### src/rtl/dacwr_pkg.sv
package dacwr_pkg;

   typedef enum logic [1:0] {
      SEQ_IDLE  = 2'd0,
      SEQ_SETUP = 2'd1,
      SEQ_PULSE = 2'd2,
      SEQ_HOLD  = 2'd3
   } seq_state_e;

   function automatic int max3(input int a, input int b, input int c);
      int m;
      m = (a > b) ? a : b;
      return (m > c) ? m : c;
   endfunction

endpackage

### src/rtl/dacwr_stage.sv
module dacwr_stage #(
   parameter int NIB_W = 4,
   parameter int BUS_W = 8
) (
   input  logic             clk,
   input  logic             rst_n,
   input  logic             load,
   input  logic [BUS_W-1:0] din,
   output logic [NIB_W-1:0] nib_q
);

   if (NIB_W > BUS_W) begin : g_bad_width
      $error("dacwr_stage: NIB_W must not exceed BUS_W");
   end

   logic [BUS_W-1:0] din_unused;
   assign din_unused = din;

   always_ff @(posedge clk or negedge rst_n) begin
      if (!rst_n)
         nib_q <= '0;
      else if (load)
         nib_q <= din_unused[NIB_W-1:0];
   end

endmodule

### src/rtl/dacwr_code_map.sv
module dacwr_code_map #(
   parameter int WORD_W      = 12,
   parameter bit HAS_BIPOLAR = 1'b1,
   parameter bit HAS_CLAMP   = 1'b1
) (
   input  logic [WORD_W-1:0] raw,
   input  logic              bipolar_en,
   input  logic              clamp_en,
   output logic [WORD_W-1:0] code
);

   localparam logic [WORD_W-1:0] ONE_LSB = WORD_W'(1);

   logic [WORD_W-1:0] bip_word;

   if (WORD_W < 2) begin : g_bad_width
      $error("dacwr_code_map: WORD_W must be at least 2");
   end

   if (HAS_BIPOLAR) begin : g_bipolar
      assign bip_word = {raw[WORD_W-1] ^ bipolar_en, raw[WORD_W-2:0]};
   end else begin : g_no_bipolar
      logic bip_unused;
      assign bip_unused = bipolar_en;
      assign bip_word   = raw;
   end

   if (HAS_CLAMP) begin : g_clamp
      assign code = (clamp_en && (bip_word == '0)) ? ONE_LSB : bip_word;
   end else begin : g_no_clamp
      logic clamp_unused;
      assign clamp_unused = clamp_en;
      assign code         = bip_word;
   end

endmodule

### src/rtl/dacwr_strobe_seq.sv
module dacwr_strobe_seq
   import dacwr_pkg::*;
#(
   parameter int SETUP_CYC = 2,
   parameter int PULSE_CYC = 3,
   parameter int HOLD_CYC  = 2
) (
   input  logic clk,
   input  logic rst_n,
   input  logic start,
   output logic busy,
   output logic cs_n,
   output logic wr_n
);

   localparam int MAX_CYC = max3(SETUP_CYC, PULSE_CYC, HOLD_CYC);
   localparam int CNT_W   = (MAX_CYC > 1) ? $clog2(MAX_CYC) : 1;
   localparam logic [CNT_W-1:0] SETUP_LOAD = CNT_W'(SETUP_CYC - 1);
   localparam logic [CNT_W-1:0] PULSE_LOAD = CNT_W'(PULSE_CYC - 1);
   localparam logic [CNT_W-1:0] HOLD_LOAD  = CNT_W'(HOLD_CYC - 1);

   if (SETUP_CYC < 1 || PULSE_CYC < 1 || HOLD_CYC < 1) begin : g_bad_timing
      $error("dacwr_strobe_seq: every phase needs at least one cycle");
   end

   seq_state_e       state_q, state_d;
   logic [CNT_W-1:0] cnt_q, cnt_d;
   logic             last;

   assign last = (cnt_q == '0);

   always_comb begin
      state_d = state_q;
      cnt_d   = cnt_q;
      unique case (state_q)
         SEQ_IDLE: begin
            if (start) begin
               state_d = SEQ_SETUP;
               cnt_d   = SETUP_LOAD;
            end
         end
         SEQ_SETUP: begin
            if (last) begin
               state_d = SEQ_PULSE;
               cnt_d   = PULSE_LOAD;
            end else begin
               cnt_d = cnt_q - 1'b1;
            end
         end
         SEQ_PULSE: begin
            if (last) begin
               state_d = SEQ_HOLD;
               cnt_d   = HOLD_LOAD;
            end else begin
               cnt_d = cnt_q - 1'b1;
            end
         end
         SEQ_HOLD: begin
            if (last) begin
               state_d = SEQ_IDLE;
               cnt_d   = '0;
            end else begin
               cnt_d = cnt_q - 1'b1;
            end
         end
         default: begin
            state_d = SEQ_IDLE;
            cnt_d   = '0;
         end
      endcase
   end

   always_ff @(posedge clk or negedge rst_n) begin
      if (!rst_n) begin
         state_q <= SEQ_IDLE;
         cnt_q   <= '0;
      end else begin
         state_q <= state_d;
         cnt_q   <= cnt_d;
      end
   end

   assign busy = (state_q != SEQ_IDLE);
   assign cs_n = (state_q == SEQ_IDLE) || (state_q == SEQ_HOLD);
   assign wr_n = (state_q != SEQ_PULSE);

endmodule

### src/rtl/dacwr_byte_bridge.sv
module dacwr_byte_bridge #(
   parameter int NIB_W       = 4,
   parameter int BUS_W       = 8,
   parameter int SETUP_CYC   = 2,
   parameter int PULSE_CYC   = 3,
   parameter int HOLD_CYC    = 2,
   parameter bit HAS_BIPOLAR = 1'b1,
   parameter bit HAS_CLAMP   = 1'b1
) (
   input  logic                   clk,
   input  logic                   rst_n,
   input  logic                   bus_wr,
   input  logic                   bus_sel_hi,
   input  logic [BUS_W-1:0]       bus_data,
   input  logic                   bipolar_en,
   input  logic                   clamp_en,
   output logic                   ready,
   output logic [NIB_W+BUS_W-1:0] dac_data,
   output logic                   dac_cs_n,
   output logic                   dac_wr_n
);

   localparam int WORD_W = NIB_W + BUS_W;

   logic              load_hi;
   logic              accept_lo;
   logic              busy;
   logic [NIB_W-1:0]  nib_q;
   logic [WORD_W-1:0] mapped;
   logic [WORD_W-1:0] word_q;

   assign load_hi   = bus_wr && bus_sel_hi;
   assign accept_lo = bus_wr && !bus_sel_hi && !busy;

   dacwr_stage #(
      .NIB_W (NIB_W),
      .BUS_W (BUS_W)
   ) u_stage (
      .clk   (clk),
      .rst_n (rst_n),
      .load  (load_hi),
      .din   (bus_data),
      .nib_q (nib_q)
   );

   dacwr_code_map #(
      .WORD_W      (WORD_W),
      .HAS_BIPOLAR (HAS_BIPOLAR),
      .HAS_CLAMP   (HAS_CLAMP)
   ) u_map (
      .raw        ({nib_q, bus_data}),
      .bipolar_en (bipolar_en),
      .clamp_en   (clamp_en),
      .code       (mapped)
   );

   always_ff @(posedge clk or negedge rst_n) begin
      if (!rst_n)
         word_q <= '0;
      else if (accept_lo)
         word_q <= mapped;
   end

   dacwr_strobe_seq #(
      .SETUP_CYC (SETUP_CYC),
      .PULSE_CYC (PULSE_CYC),
      .HOLD_CYC  (HOLD_CYC)
   ) u_seq (
      .clk   (clk),
      .rst_n (rst_n),
      .start (accept_lo),
      .busy  (busy),
      .cs_n  (dac_cs_n),
      .wr_n  (dac_wr_n)
   );

   assign ready    = !busy;
   assign dac_data = word_q;

endmodule

### config.mk
export PLATFORM = sky130hd
export DESIGN_NAME = dacwr_byte_bridge
export DESIGN_NICKNAME = d
export VERILOG_FILES = /design/src/rtl/dacwr_pkg.sv /design/src/rtl/dacwr_stage.sv /design/src/rtl/dacwr_code_map.sv /design/src/rtl/dacwr_strobe_seq.sv /design/src/rtl/dacwr_byte_bridge.sv
export SDC_FILE = /design/constraint.sdc
export NUM_CORES = 1
export LEC_CHECK = 0
export ABC_CLOCK_PERIOD_IN_PS = 2100
export BUFFER_PORTS_ARGS = -buffer_cell sky130_fd_sc_hd__buf_2
export CAP_MARGIN = 20
export CORE_UTILIZATION = 40
export DETAILED_ROUTE_END_ITERATION = 7
export HOLD_SLACK_MARGIN = 0.02
export PLACE_DENSITY = 0.74
export SLEW_MARGIN = 20
export SYNTH_ARGS = -nofsm -noshare
export SYNTH_HDL_FRONTEND = slang
export SYNTH_SLANG_ARGS = --single-unit
### constraint.sdc
create_clock -name clk -period 2.1 [get_ports clk]
set_clock_uncertainty 0.15 [all_clocks]
set_input_delay 0.315 -clock clk [delete_from_list [all_inputs] [get_ports clk]]
set_output_delay 0.315 -clock clk [all_outputs]
set_load 0.02 [all_outputs]
Yosys cells after proc, flatten, opt, wreduce, memory -nomap -nowiden
Index checks and enable logic that the tools add are counted.
{ "word_totals": {"register_bits": 20, "inputBits": 14, "output_inout_bits": 15, "elab_cells": 36} }
{ "op_classes": {"n_addsub": 1, "n_eq_ne": 8, "mux": 10, "bitwise_logic": 1, "reduce_logical": 12} }
{ "ops": {"columns": ["cell", "n"], "rows": [
  ["2-bit case mux with 4 select lines", 2],
  ["2-bit 2-to-1 mux", 7],
  ["12-bit logical NOT", 1],
  ["12-bit 2-to-1 mux", 1],
  ["2-bit by 1-bit != test with 1-bit output, second input constant", 3],
  ["2-bit equality test, second input constant", 2],
  ["1-bit logical AND", 4],
  ["2-bit logical NOT", 2],
  ["2-bit != test, second input constant", 2],
  ["4-bit AND reduction", 1],
  ["2-bit by 1-bit equality test with 1-bit output, second input constant", 1],
  ["1-bit logical NOT", 2],
  ["2-bit nonzero test", 1],
  ["2-bit by 1-bit subtractor with 2-bit output, second input constant", 1],
  ["1-bit logical OR", 1],
  ["1-bit XOR", 1]
]} }

Logic depth before layout (Yosys ltp)
Gate-level depths: netlist (run 1).
{ "logic_depth": {"word_depth": 5, "depth_mapped": 6, "ltp_nobuf": 5} }

Hierarchy
A second synthesis (run 1) with hierarchy kept.
{ "unflattened": {"hier_cells": 88, "hier_area_um2": 1066.0} }
{ "by_module_without_submodules": {"columns": ["module", "instances", "cells_each", "area_each_um2", "seq_area_each_um2"], "rows": [
  ["dacwr_byte_bridge", 1, 28, 476.7, 300.3],
  ["dacwr_strobe_seq", 1, 36, 344.1, 100.1],
  ["dacwr_stage", 1, 8, 145.1, 100.1],
  ["dacwr_code_map", 1, 16, 100.1, 0.0]
]} }

Worst setup path after synthesis (run 1)
No wires, ideal clock.
{ "synth_timing": {"kind": "register to register", "from": "register u_seq.state_q[0]", "to": "register word_q[0], in the netlist dac_data[0]", "setup_time_ns": 0.125, "arrival_ns": 1.470, "required_ns": 1.825, "setup_slack_ns": 0.355, "stages_incl_launch_ff": 6, "path_buffers": 1, "synth_period_minus_slack_ns": 1.745, "path_cell_list": "dfrtp_1 -> inv_1 -> ha_1 -> nand3b_4 -> buf_6 -> mux2_4"} }
{ "synth_between": {"elab_chain_len": 3} }
{ "synth_lines": {"columns": ["item", "line", "text"], "rows": [
  ["start: declaration", "dacwr_strobe_seq.sv:26", "seq_state_e state_q, state_d;"],
  ["start signal: assignment", "dacwr_strobe_seq.sv:78", "state_q <= state_d;"],
  ["2-bit nonzero test", "dacwr_strobe_seq.sv:83", "assign busy = (state_q != SEQ_IDLE);"],
  ["1-bit logical NOT", null, null],
  ["via ready", "dacwr_byte_bridge.sv:17", "output logic ready,"],
  ["1-bit logical AND", "dacwr_byte_bridge.sv:33", "assign accept_lo = bus_wr && !bus_sel_hi && !busy;"],
  ["end signal: assignment", "dacwr_byte_bridge.sv:61", "word_q <= mapped;"],
  ["end: declaration", "dacwr_byte_bridge.sv:30", "logic [WORD_W-1:0] word_q;"]
]} }
The timed path passes the listed nets, and every way through them passes these cells.
A chain may end at the register's enable or synchronous reset.

Worst setup path after layout (run 1)
{ "layout_timing": {"from": "register u_seq.state_q[0]", "to": "output ready"} }
{ "layout_between": {"elab_chain_len": 2} }
{ "layout_lines": {"columns": ["item", "line", "text"], "rows": [
  ["2-bit nonzero test", "dacwr_strobe_seq.sv:83", null],
  ["1-bit logical NOT", "dacwr_byte_bridge.sv:77", "assign ready = !busy;"],
  ["end: declaration", "dacwr_byte_bridge.sv:17", null]
]} }
Every way passes these cells.

==> reports/qor.csv, run 1 <==
stage,metric,value,unit
status,status,completed,
setup_path,CP Data Required Time,1630,ps
clock_network,Root Driver,clkbuf_4,
floorplanning,Initial Utilization,43.4,%
floorplanning,row count,17,
yosys,sequential area share after synthesis,50.7,%
layout,Filler cells,202,
hold_path,Hold Path Class,in2reg,
hold_path,worst hold start,bus_data[4],
sta,RSZ-0062 raised after global routing,false,
clock_network,CTS buffer count,3,
power_and_ir_drop,Tot Pwr,1.72,mW
layout,Final Cell Area,1180,um2
setup_path,Setup CP Type,reg2out,
yosys,Main synth FF type,dfrtp_1,
floorplanning,io pins,29,
detailed_routing,Pre-Repair DR Iteration Count,3,
sta,hold slack final,122,ps
setup_path,CP max FO,8,
detailed_routing,Starting DRT DRC Count,2,
power_and_ir_drop,PwrDens,1450,nW/um2
yosys,Post-Synthesis Cells,72,
layout,Reg area,500,um2
yosys,ys async rst share,100,%
yosys,Post-Syn Area,987,um2
yosys,Post-synth EDFFs,0,
global_route,All-Layer GR Usage,14.3,%
layout,area growth from synthesis to layout,19.9,%
clock_network,"Clk Latency, worst-skew pair",280,ps
detailed_routing,total number of vias,670,
setup_path,flop-to-flop setup slack,360,ps
power_and_ir_drop,peak supply drop,0.000674,V
layout,nets,126,
clock_network,H-tree levels,1,
sta,Tightest Pin Transition,414,ps
layout,Non-Filler Instances,131,
placed_design,routability cong.,0.745,
layout,layout cell share with drive strength beyond 1,46.6,%
placed_design,input/output buffers,28,
floorplanning,Core ar.,2280,um2
detailed_routing,number of vias per cell,5.11,
sta,Final Max Slew Viols,0,
sta,Final WS setup,261,ps
clock_network,Worst-path clk slew,90,ps
sta,crit share post-route,87.6,%
hold_path,Hold Crit Depth,2,
global_route,first-pass GRT wire length,2.78,mm
run,max-cap violation count,0,
sta,Rel. slew slack,72.4,%
yosys,syn_area_per_cell,13.7,um2
setup_path,R2R Path End,dac_data[5],
floorplanning,Die X,51.7,um
layout,final core occ,52.0,%
clock_network,postcts setup bufs,0,
power_and_ir_drop,Static Leak,0.622,nW
setup_path,r2r startpoint,u_seq.state_q[0],
layout,area occupied by multi-input gates,453,um2
placed_design,pre-CTS setup slack,348,ps
global_route,pin count of the biggest net entering global routing,21,
detailed_routing,Post-Route WL,1.66,mm
sta,Final Hold Viols,0,
hold_path,hold path endpoint,dac_data[4],
detailed_routing,DRC,0,
placed_design,Placed Cells,127,
sta,Final Critical Period,1840,ps
clock_network,maximum buffer depth of the clock tree,2,
placed_design,DP Wirelength,1.35,mm
global_route,antenna violations before repair,0,
sta,maximum clock rate,0.544,GHz
yosys,Yosys Warn Count,0,
setup_path,worst reg2reg path depth,4,
yosys,synthesis-stage register bit count,20,
global_route,vias in the first global route,664,
placed_design,placed cell area,1150,um2
detailed_routing,Routed Antenna Nets,0,
yosys,Syn Nets,93,
sta,Sum Neg Setup Slack,0,ps
sta,# setup viols final,0,
floorplanning,Die Y,51.7,um
yosys,Synth cell types,22,
global_route,remaining global-route overflow,0,
setup_path,CP Capture Type,output port,
setup_path,CP Launch Type,register,
layout,Ant. Diodes,0,
clock_network,clk sinks,20,
setup_path,signal arrival time at the worst endpoint,1370,ps
floorplanning,Die Footprint,2670,um2
detailed_routing,Routed wire per std cell,12.6,um
clock_network,TritonCTS clock tree,done,
-- power breakdown --
part	total, mW	internal (mW)	switching, mW
registers	0.649	0.551	0.0982
logic	0.903	0.416	0.487
clock network	0.163	0.0666	0.0967
total	1.72	1.03	0.682
-- sequential cells by signal, summed over array words and instances, names as in the netlist --
name and count:
dac_data 12, u_stage.nib_q 4, u_seq.cnt_q 2, u_seq.state_q 2
-- placed cells by master (no fill, tap or decap), drive strengths merged, types with 2 or more instances in the layout --
| master | count |
|---|---|
| a21oi | 2 |
| nand2 | 2 |
| nor4 | 2 |
| ha | 7 |
| buf | 28 |
| clkbuf | 3 |
| inv | 6 |
| nand2b | 3 |
| o21ai | 3 |
| dfrtp | 20 |
| mux2 | 15 |
-- per-layer routing --
metal	track usage (%)	wire, um
met1	15.9	661
met5	0	0
met2	26.4	920
met4	3.15	16
met3	4.39	56
-- worst max path at each step --
| stage | startpoint | end | depth (start not counted) |
|---|---|---|---|
| after floorplan | u_seq.state_q[0] | dac_data[0] | 5 |
| after global placement | u_seq.state_q[0] | dac_data[10] | 4 |
| after detailed placement | u_seq.state_q[0] | dac_data[5] | 4 |
| after CTS | u_seq.state_q[0] | ready | 3 |
| after global routing | u_seq.state_q[0] | ready | 3 |
| final | u_seq.state_q[0] | ready | 3 |
-- timing repair --
item / in CTS / in global routing
gates resized for setup: 0 / 0
hold buffers: 1 / 0
hold endpoints to repair: 20 / 0
-- cells in the mapped netlist (all sizes together) (2+ instances only) --
| master | n | area share (%) |
|---|---|---|
| a21oi | 2 | 1.0 |
| dfrtp | 20 | 51 |
| ha | 7 | 8.9 |
| inv | 6 | 2.3 |
| mux2 | 15 | 20 |
| nand2 | 2 | 0.76 |
| nand2b | 3 | 1.9 |
| nor4 | 2 | 1.3 |
| o21ai | 3 | 1.5 |
-- area by class of cell --
cell class / instances / area share, %
Sequential cell: 20 / 42.3
Inverter: 6 / 1.90
Timing Repair Buffer: 29 / 12.7
Tap cell: 28 / 2.96
Multi-Input combinational cell: 45 / 38.3
Clock buffer: 3 / 1.90
-- critical path: stages, from the launching register on --
cell	delay [ps]
dfrtp_1	430
inv_1	100
ha_1	340
buf_2	230
-- kinds of logic after synthesis --
| group | Yosys count | synth area share (%) |
|---|---|---|
| simple gates | 11 | 7.73 |
| flops | 20 | 50.7 |
| buf+inv | 7 | 3.42 |
| xor+xnor | 1 | 0.887 |
| mux | 16 | 21.2 |
| compound gates | 10 | 7.22 |
| fa+ha+maj | 7 | 8.87 |
(Power assumes the default switching activity.)
==> run 2: changes to the inputs <==
ABC_CLOCK_PERIOD_IN_PS = 1900   (was 2100)
GPL_ROUTABILITY_DRIVEN = 0   (was unset)
clock period = 1.9 ns   (was 2.1 ns; I/O delays follow)
==> run 2 against run 1 <==
Against the previous run: die area stayed put; clock-buffer cell count did not move; sequential power grew 11%; first-iteration DRC count grew to 3.0 times the previous value; critical path type unchanged; largest cell class unchanged; highest routed layer unchanged.
==> reports/qor.csv, run 2 (same netlist as run 1, synthesis figures left out) <==
stage,metric,value,unit,change
layout,most frequent cells in the layout,"buf_2, dfrtp_1, mux2_4, mux2_2",,
setup_path,Setup CP Type,reg2out,,
sta,# setup viols final,0,,unchanged
sta,crit share post-route,93.8,%,
clock_network,Root Driver,clkbuf_4,,
setup_path,CP max FO,7,,-1
sta,maximum clock rate,0.561,GHz,
detailed_routing,Routed Antenna Nets,0,,unchanged
layout,Ant. Diodes,0,,unchanged
setup_path,"slowest stage delay, CP",420,ps,about the same
placed_design,placed cell area,1160,um2,+0.65%
clock_network,H-tree levels,1,,unchanged
setup_path,worst-path cell chain,inv_1 > ha_2 > buf_4 > buf_2,,
placed_design,pre-CTS setup slack,203,ps,-145 ps
layout,Final Cell Area,1190,um2,+0.84%
floorplanning,Die Y,51.7,um,unchanged
setup_path,R2R Path End,u_seq.state_q[1],,
setup_path,flop-to-flop setup slack,190,ps,-170 ps
floorplanning,row count,17,,unchanged
status,status,completed,,
detailed_routing,total number of vias,666,,-0.60%
power_and_ir_drop,Static Leak,0.625,nW,+0.57%
sta,Final Max Slew Viols,0,,unchanged
floorplanning,io pins,29,,unchanged
floorplanning,Die Footprint,2670,um2,unchanged
setup_path,worst reg2reg path depth,5,,+1
detailed_routing,DRC,0,,unchanged
run,max-cap violation count,0,,unchanged
setup_path,CP Capture Type,output port,,
sta,Final Critical Period,1780,ps,
layout,Non-Filler Instances,132,,+0.76%
clock_network,maximum buffer depth of the clock tree,2,,unchanged
placed_design,Placed Cells,128,,+0.79%
setup_path,CP Data Required Time,1460,ps,-170 ps
floorplanning,Die X,51.7,um,unchanged
detailed_routing,Post-Route WL,1.74,mm,+5.3%
power_and_ir_drop,peak supply drop,0.000694,V,+3.0%
sta,Sum Neg Setup Slack,0,ps,unchanged
setup_path,Crit path max-delay family,buffers and inverters,,
floorplanning,Initial Utilization,43.4,%,unchanged
layout,max reg flops,12,,unchanged
sta,Rel. slew slack,71.1,%,-1.3 points
global_route,antenna violations before repair,0,,unchanged
placed_design,input/output buffers,28,,unchanged
hold_path,Hold Crit Depth,2,,unchanged
layout,layout cell share with drive strength beyond 1,48.1,%,+1.5 points
hold_path,Hold Path Class,in2reg,,
floorplanning,Core ar.,2280,um2,unchanged
global_route,pin count of the biggest net entering global routing,21,,unchanged
setup_path,CP max stage cell,dfrtp_1,,
sta,Final Hold Viols,0,,unchanged
global_route,All-Layer GR Usage,14.6,%,+0.27 points
clock_network,Worst-path clk slew,90,ps,about the same
setup_path,r2r startpoint,u_seq.state_q[0],,
layout,"most common cell after layout, fill and taps aside",buf_2,,
sta,Tightest Pin Transition,433,ps,+19.0 ps
setup_path,CP Launch Type,register,,
detailed_routing,Starting DRT DRC Count,6,,+4
sta,Final WS setup,117,ps,-144 ps
power_and_ir_drop,PwrDens,1610,nW/um2,+11%
global_route,vias in the first global route,662,,-0.30%
sta,RSZ-0062 raised after global routing,false,,
clock_network,CTS buffer count,3,,unchanged
clock_network,clk sinks,20,,unchanged
layout,area growth from synthesis to layout,20.9,%,
hold_path,hold path endpoint,dac_data[4],,
layout,nets,127,,+0.79%
setup_path,signal arrival time at the worst endpoint,1350,ps,-20 ps
detailed_routing,Pre-Repair DR Iteration Count,4,,+1
global_route,first-pass GRT wire length,2.84,mm,+2.2%
clock_network,TritonCTS clock tree,done,,
detailed_routing,Routed wire per std cell,13.2,um,+4.5%
detailed_routing,number of vias per cell,5.05,,-1.4%
clock_network,"Clk Latency, worst-skew pair",290,ps,about the same
hold_path,worst hold start,bus_data[4],,
global_route,remaining global-route overflow,0,,unchanged
placed_design,DP Wirelength,1.37,mm,+1.4%
setup_path,Worst Path Buf+Inv,3,,+1
-- run 2: cell types whose count changed in the layout (fill, tap and decap cells not counted), sizes merged --
cell / delta
buf: +1
-- run 2: layout make-up --
| class | count | area (um2) |
|---|---|---|
| sequential | 20 | 500 |
| clock buffer | 3 | 22.5 |
| inverter | 6 | 22.5 |
| fill | 203 | 1080 |
| multi-input combinational | 45 | 455 |
| timing repair buffer | 30 | 158 |
| tap | 28 | 35.0 |
-- run 2: worst max-delay path by stage --
stage | cells past startpoint | end | slack [ps] | from
detailed placement | 5 | u_seq.state_q[1] | 200 | u_seq.state_q[0]
CTS | 4 | ready | 70 | u_seq.state_q[0]
finish | 4 | ready | 120 | u_seq.state_q[0]
global placement | 5 | u_seq.state_q[1] | 320 | u_seq.state_q[0]
global route | 4 | ready | 20 | u_seq.state_q[0]
floorplan | 5 | dac_data[0] | 150 | u_seq.state_q[0]
-- run 2: what timing repair did --
action / CTS / global route
hold buffers: 1 / 0
setup endpoints to repair: 0 / 1
hold endpoints to repair: 20 / 0
buffers inserted: 0 / 0
resized for setup: 0 / 1
-- run 2: layer usage --
layer | vias up | share of wire [%] | routed length, um | global-route usage (%)
li1 | 324 | - | - | -
met1 | 325 | 43 | 749 | 17.7
met2 | 15 | 53 | 919 | 25.5
met3 | 2 | 3.3 | 57 | 3.51
met4 | 0 | 0.98 | 17 | 4.05
met5 | - | 0 | 0 | 0
-- run 2: where the power goes --
group          switching, mW  leakage [nW]  internal (mW)
combinational          0.544         0.371          0.476
clock                  0.111        0.0138         0.0737
sequential             0.111         0.240          0.609
-- run 2: metrics by stage --
| stage | power (mW) | hold WS [ps] | utilization [%] |
|---|---|---|---|
| 2_1_floorplan | 1.44 | -161 | - |
| 3_3_place_gp | 1.71 | 99.2 | 50.9 |
| 3_5_place_dp | 1.75 | 103 | 50.9 |
| 4_1_cts | 1.95 | 81.9 | 52.3 |
| 5_1_grt | 2.06 | 85.3 | 52.4 |
| 6_report | 1.92 | 91.1 | 52.4 |
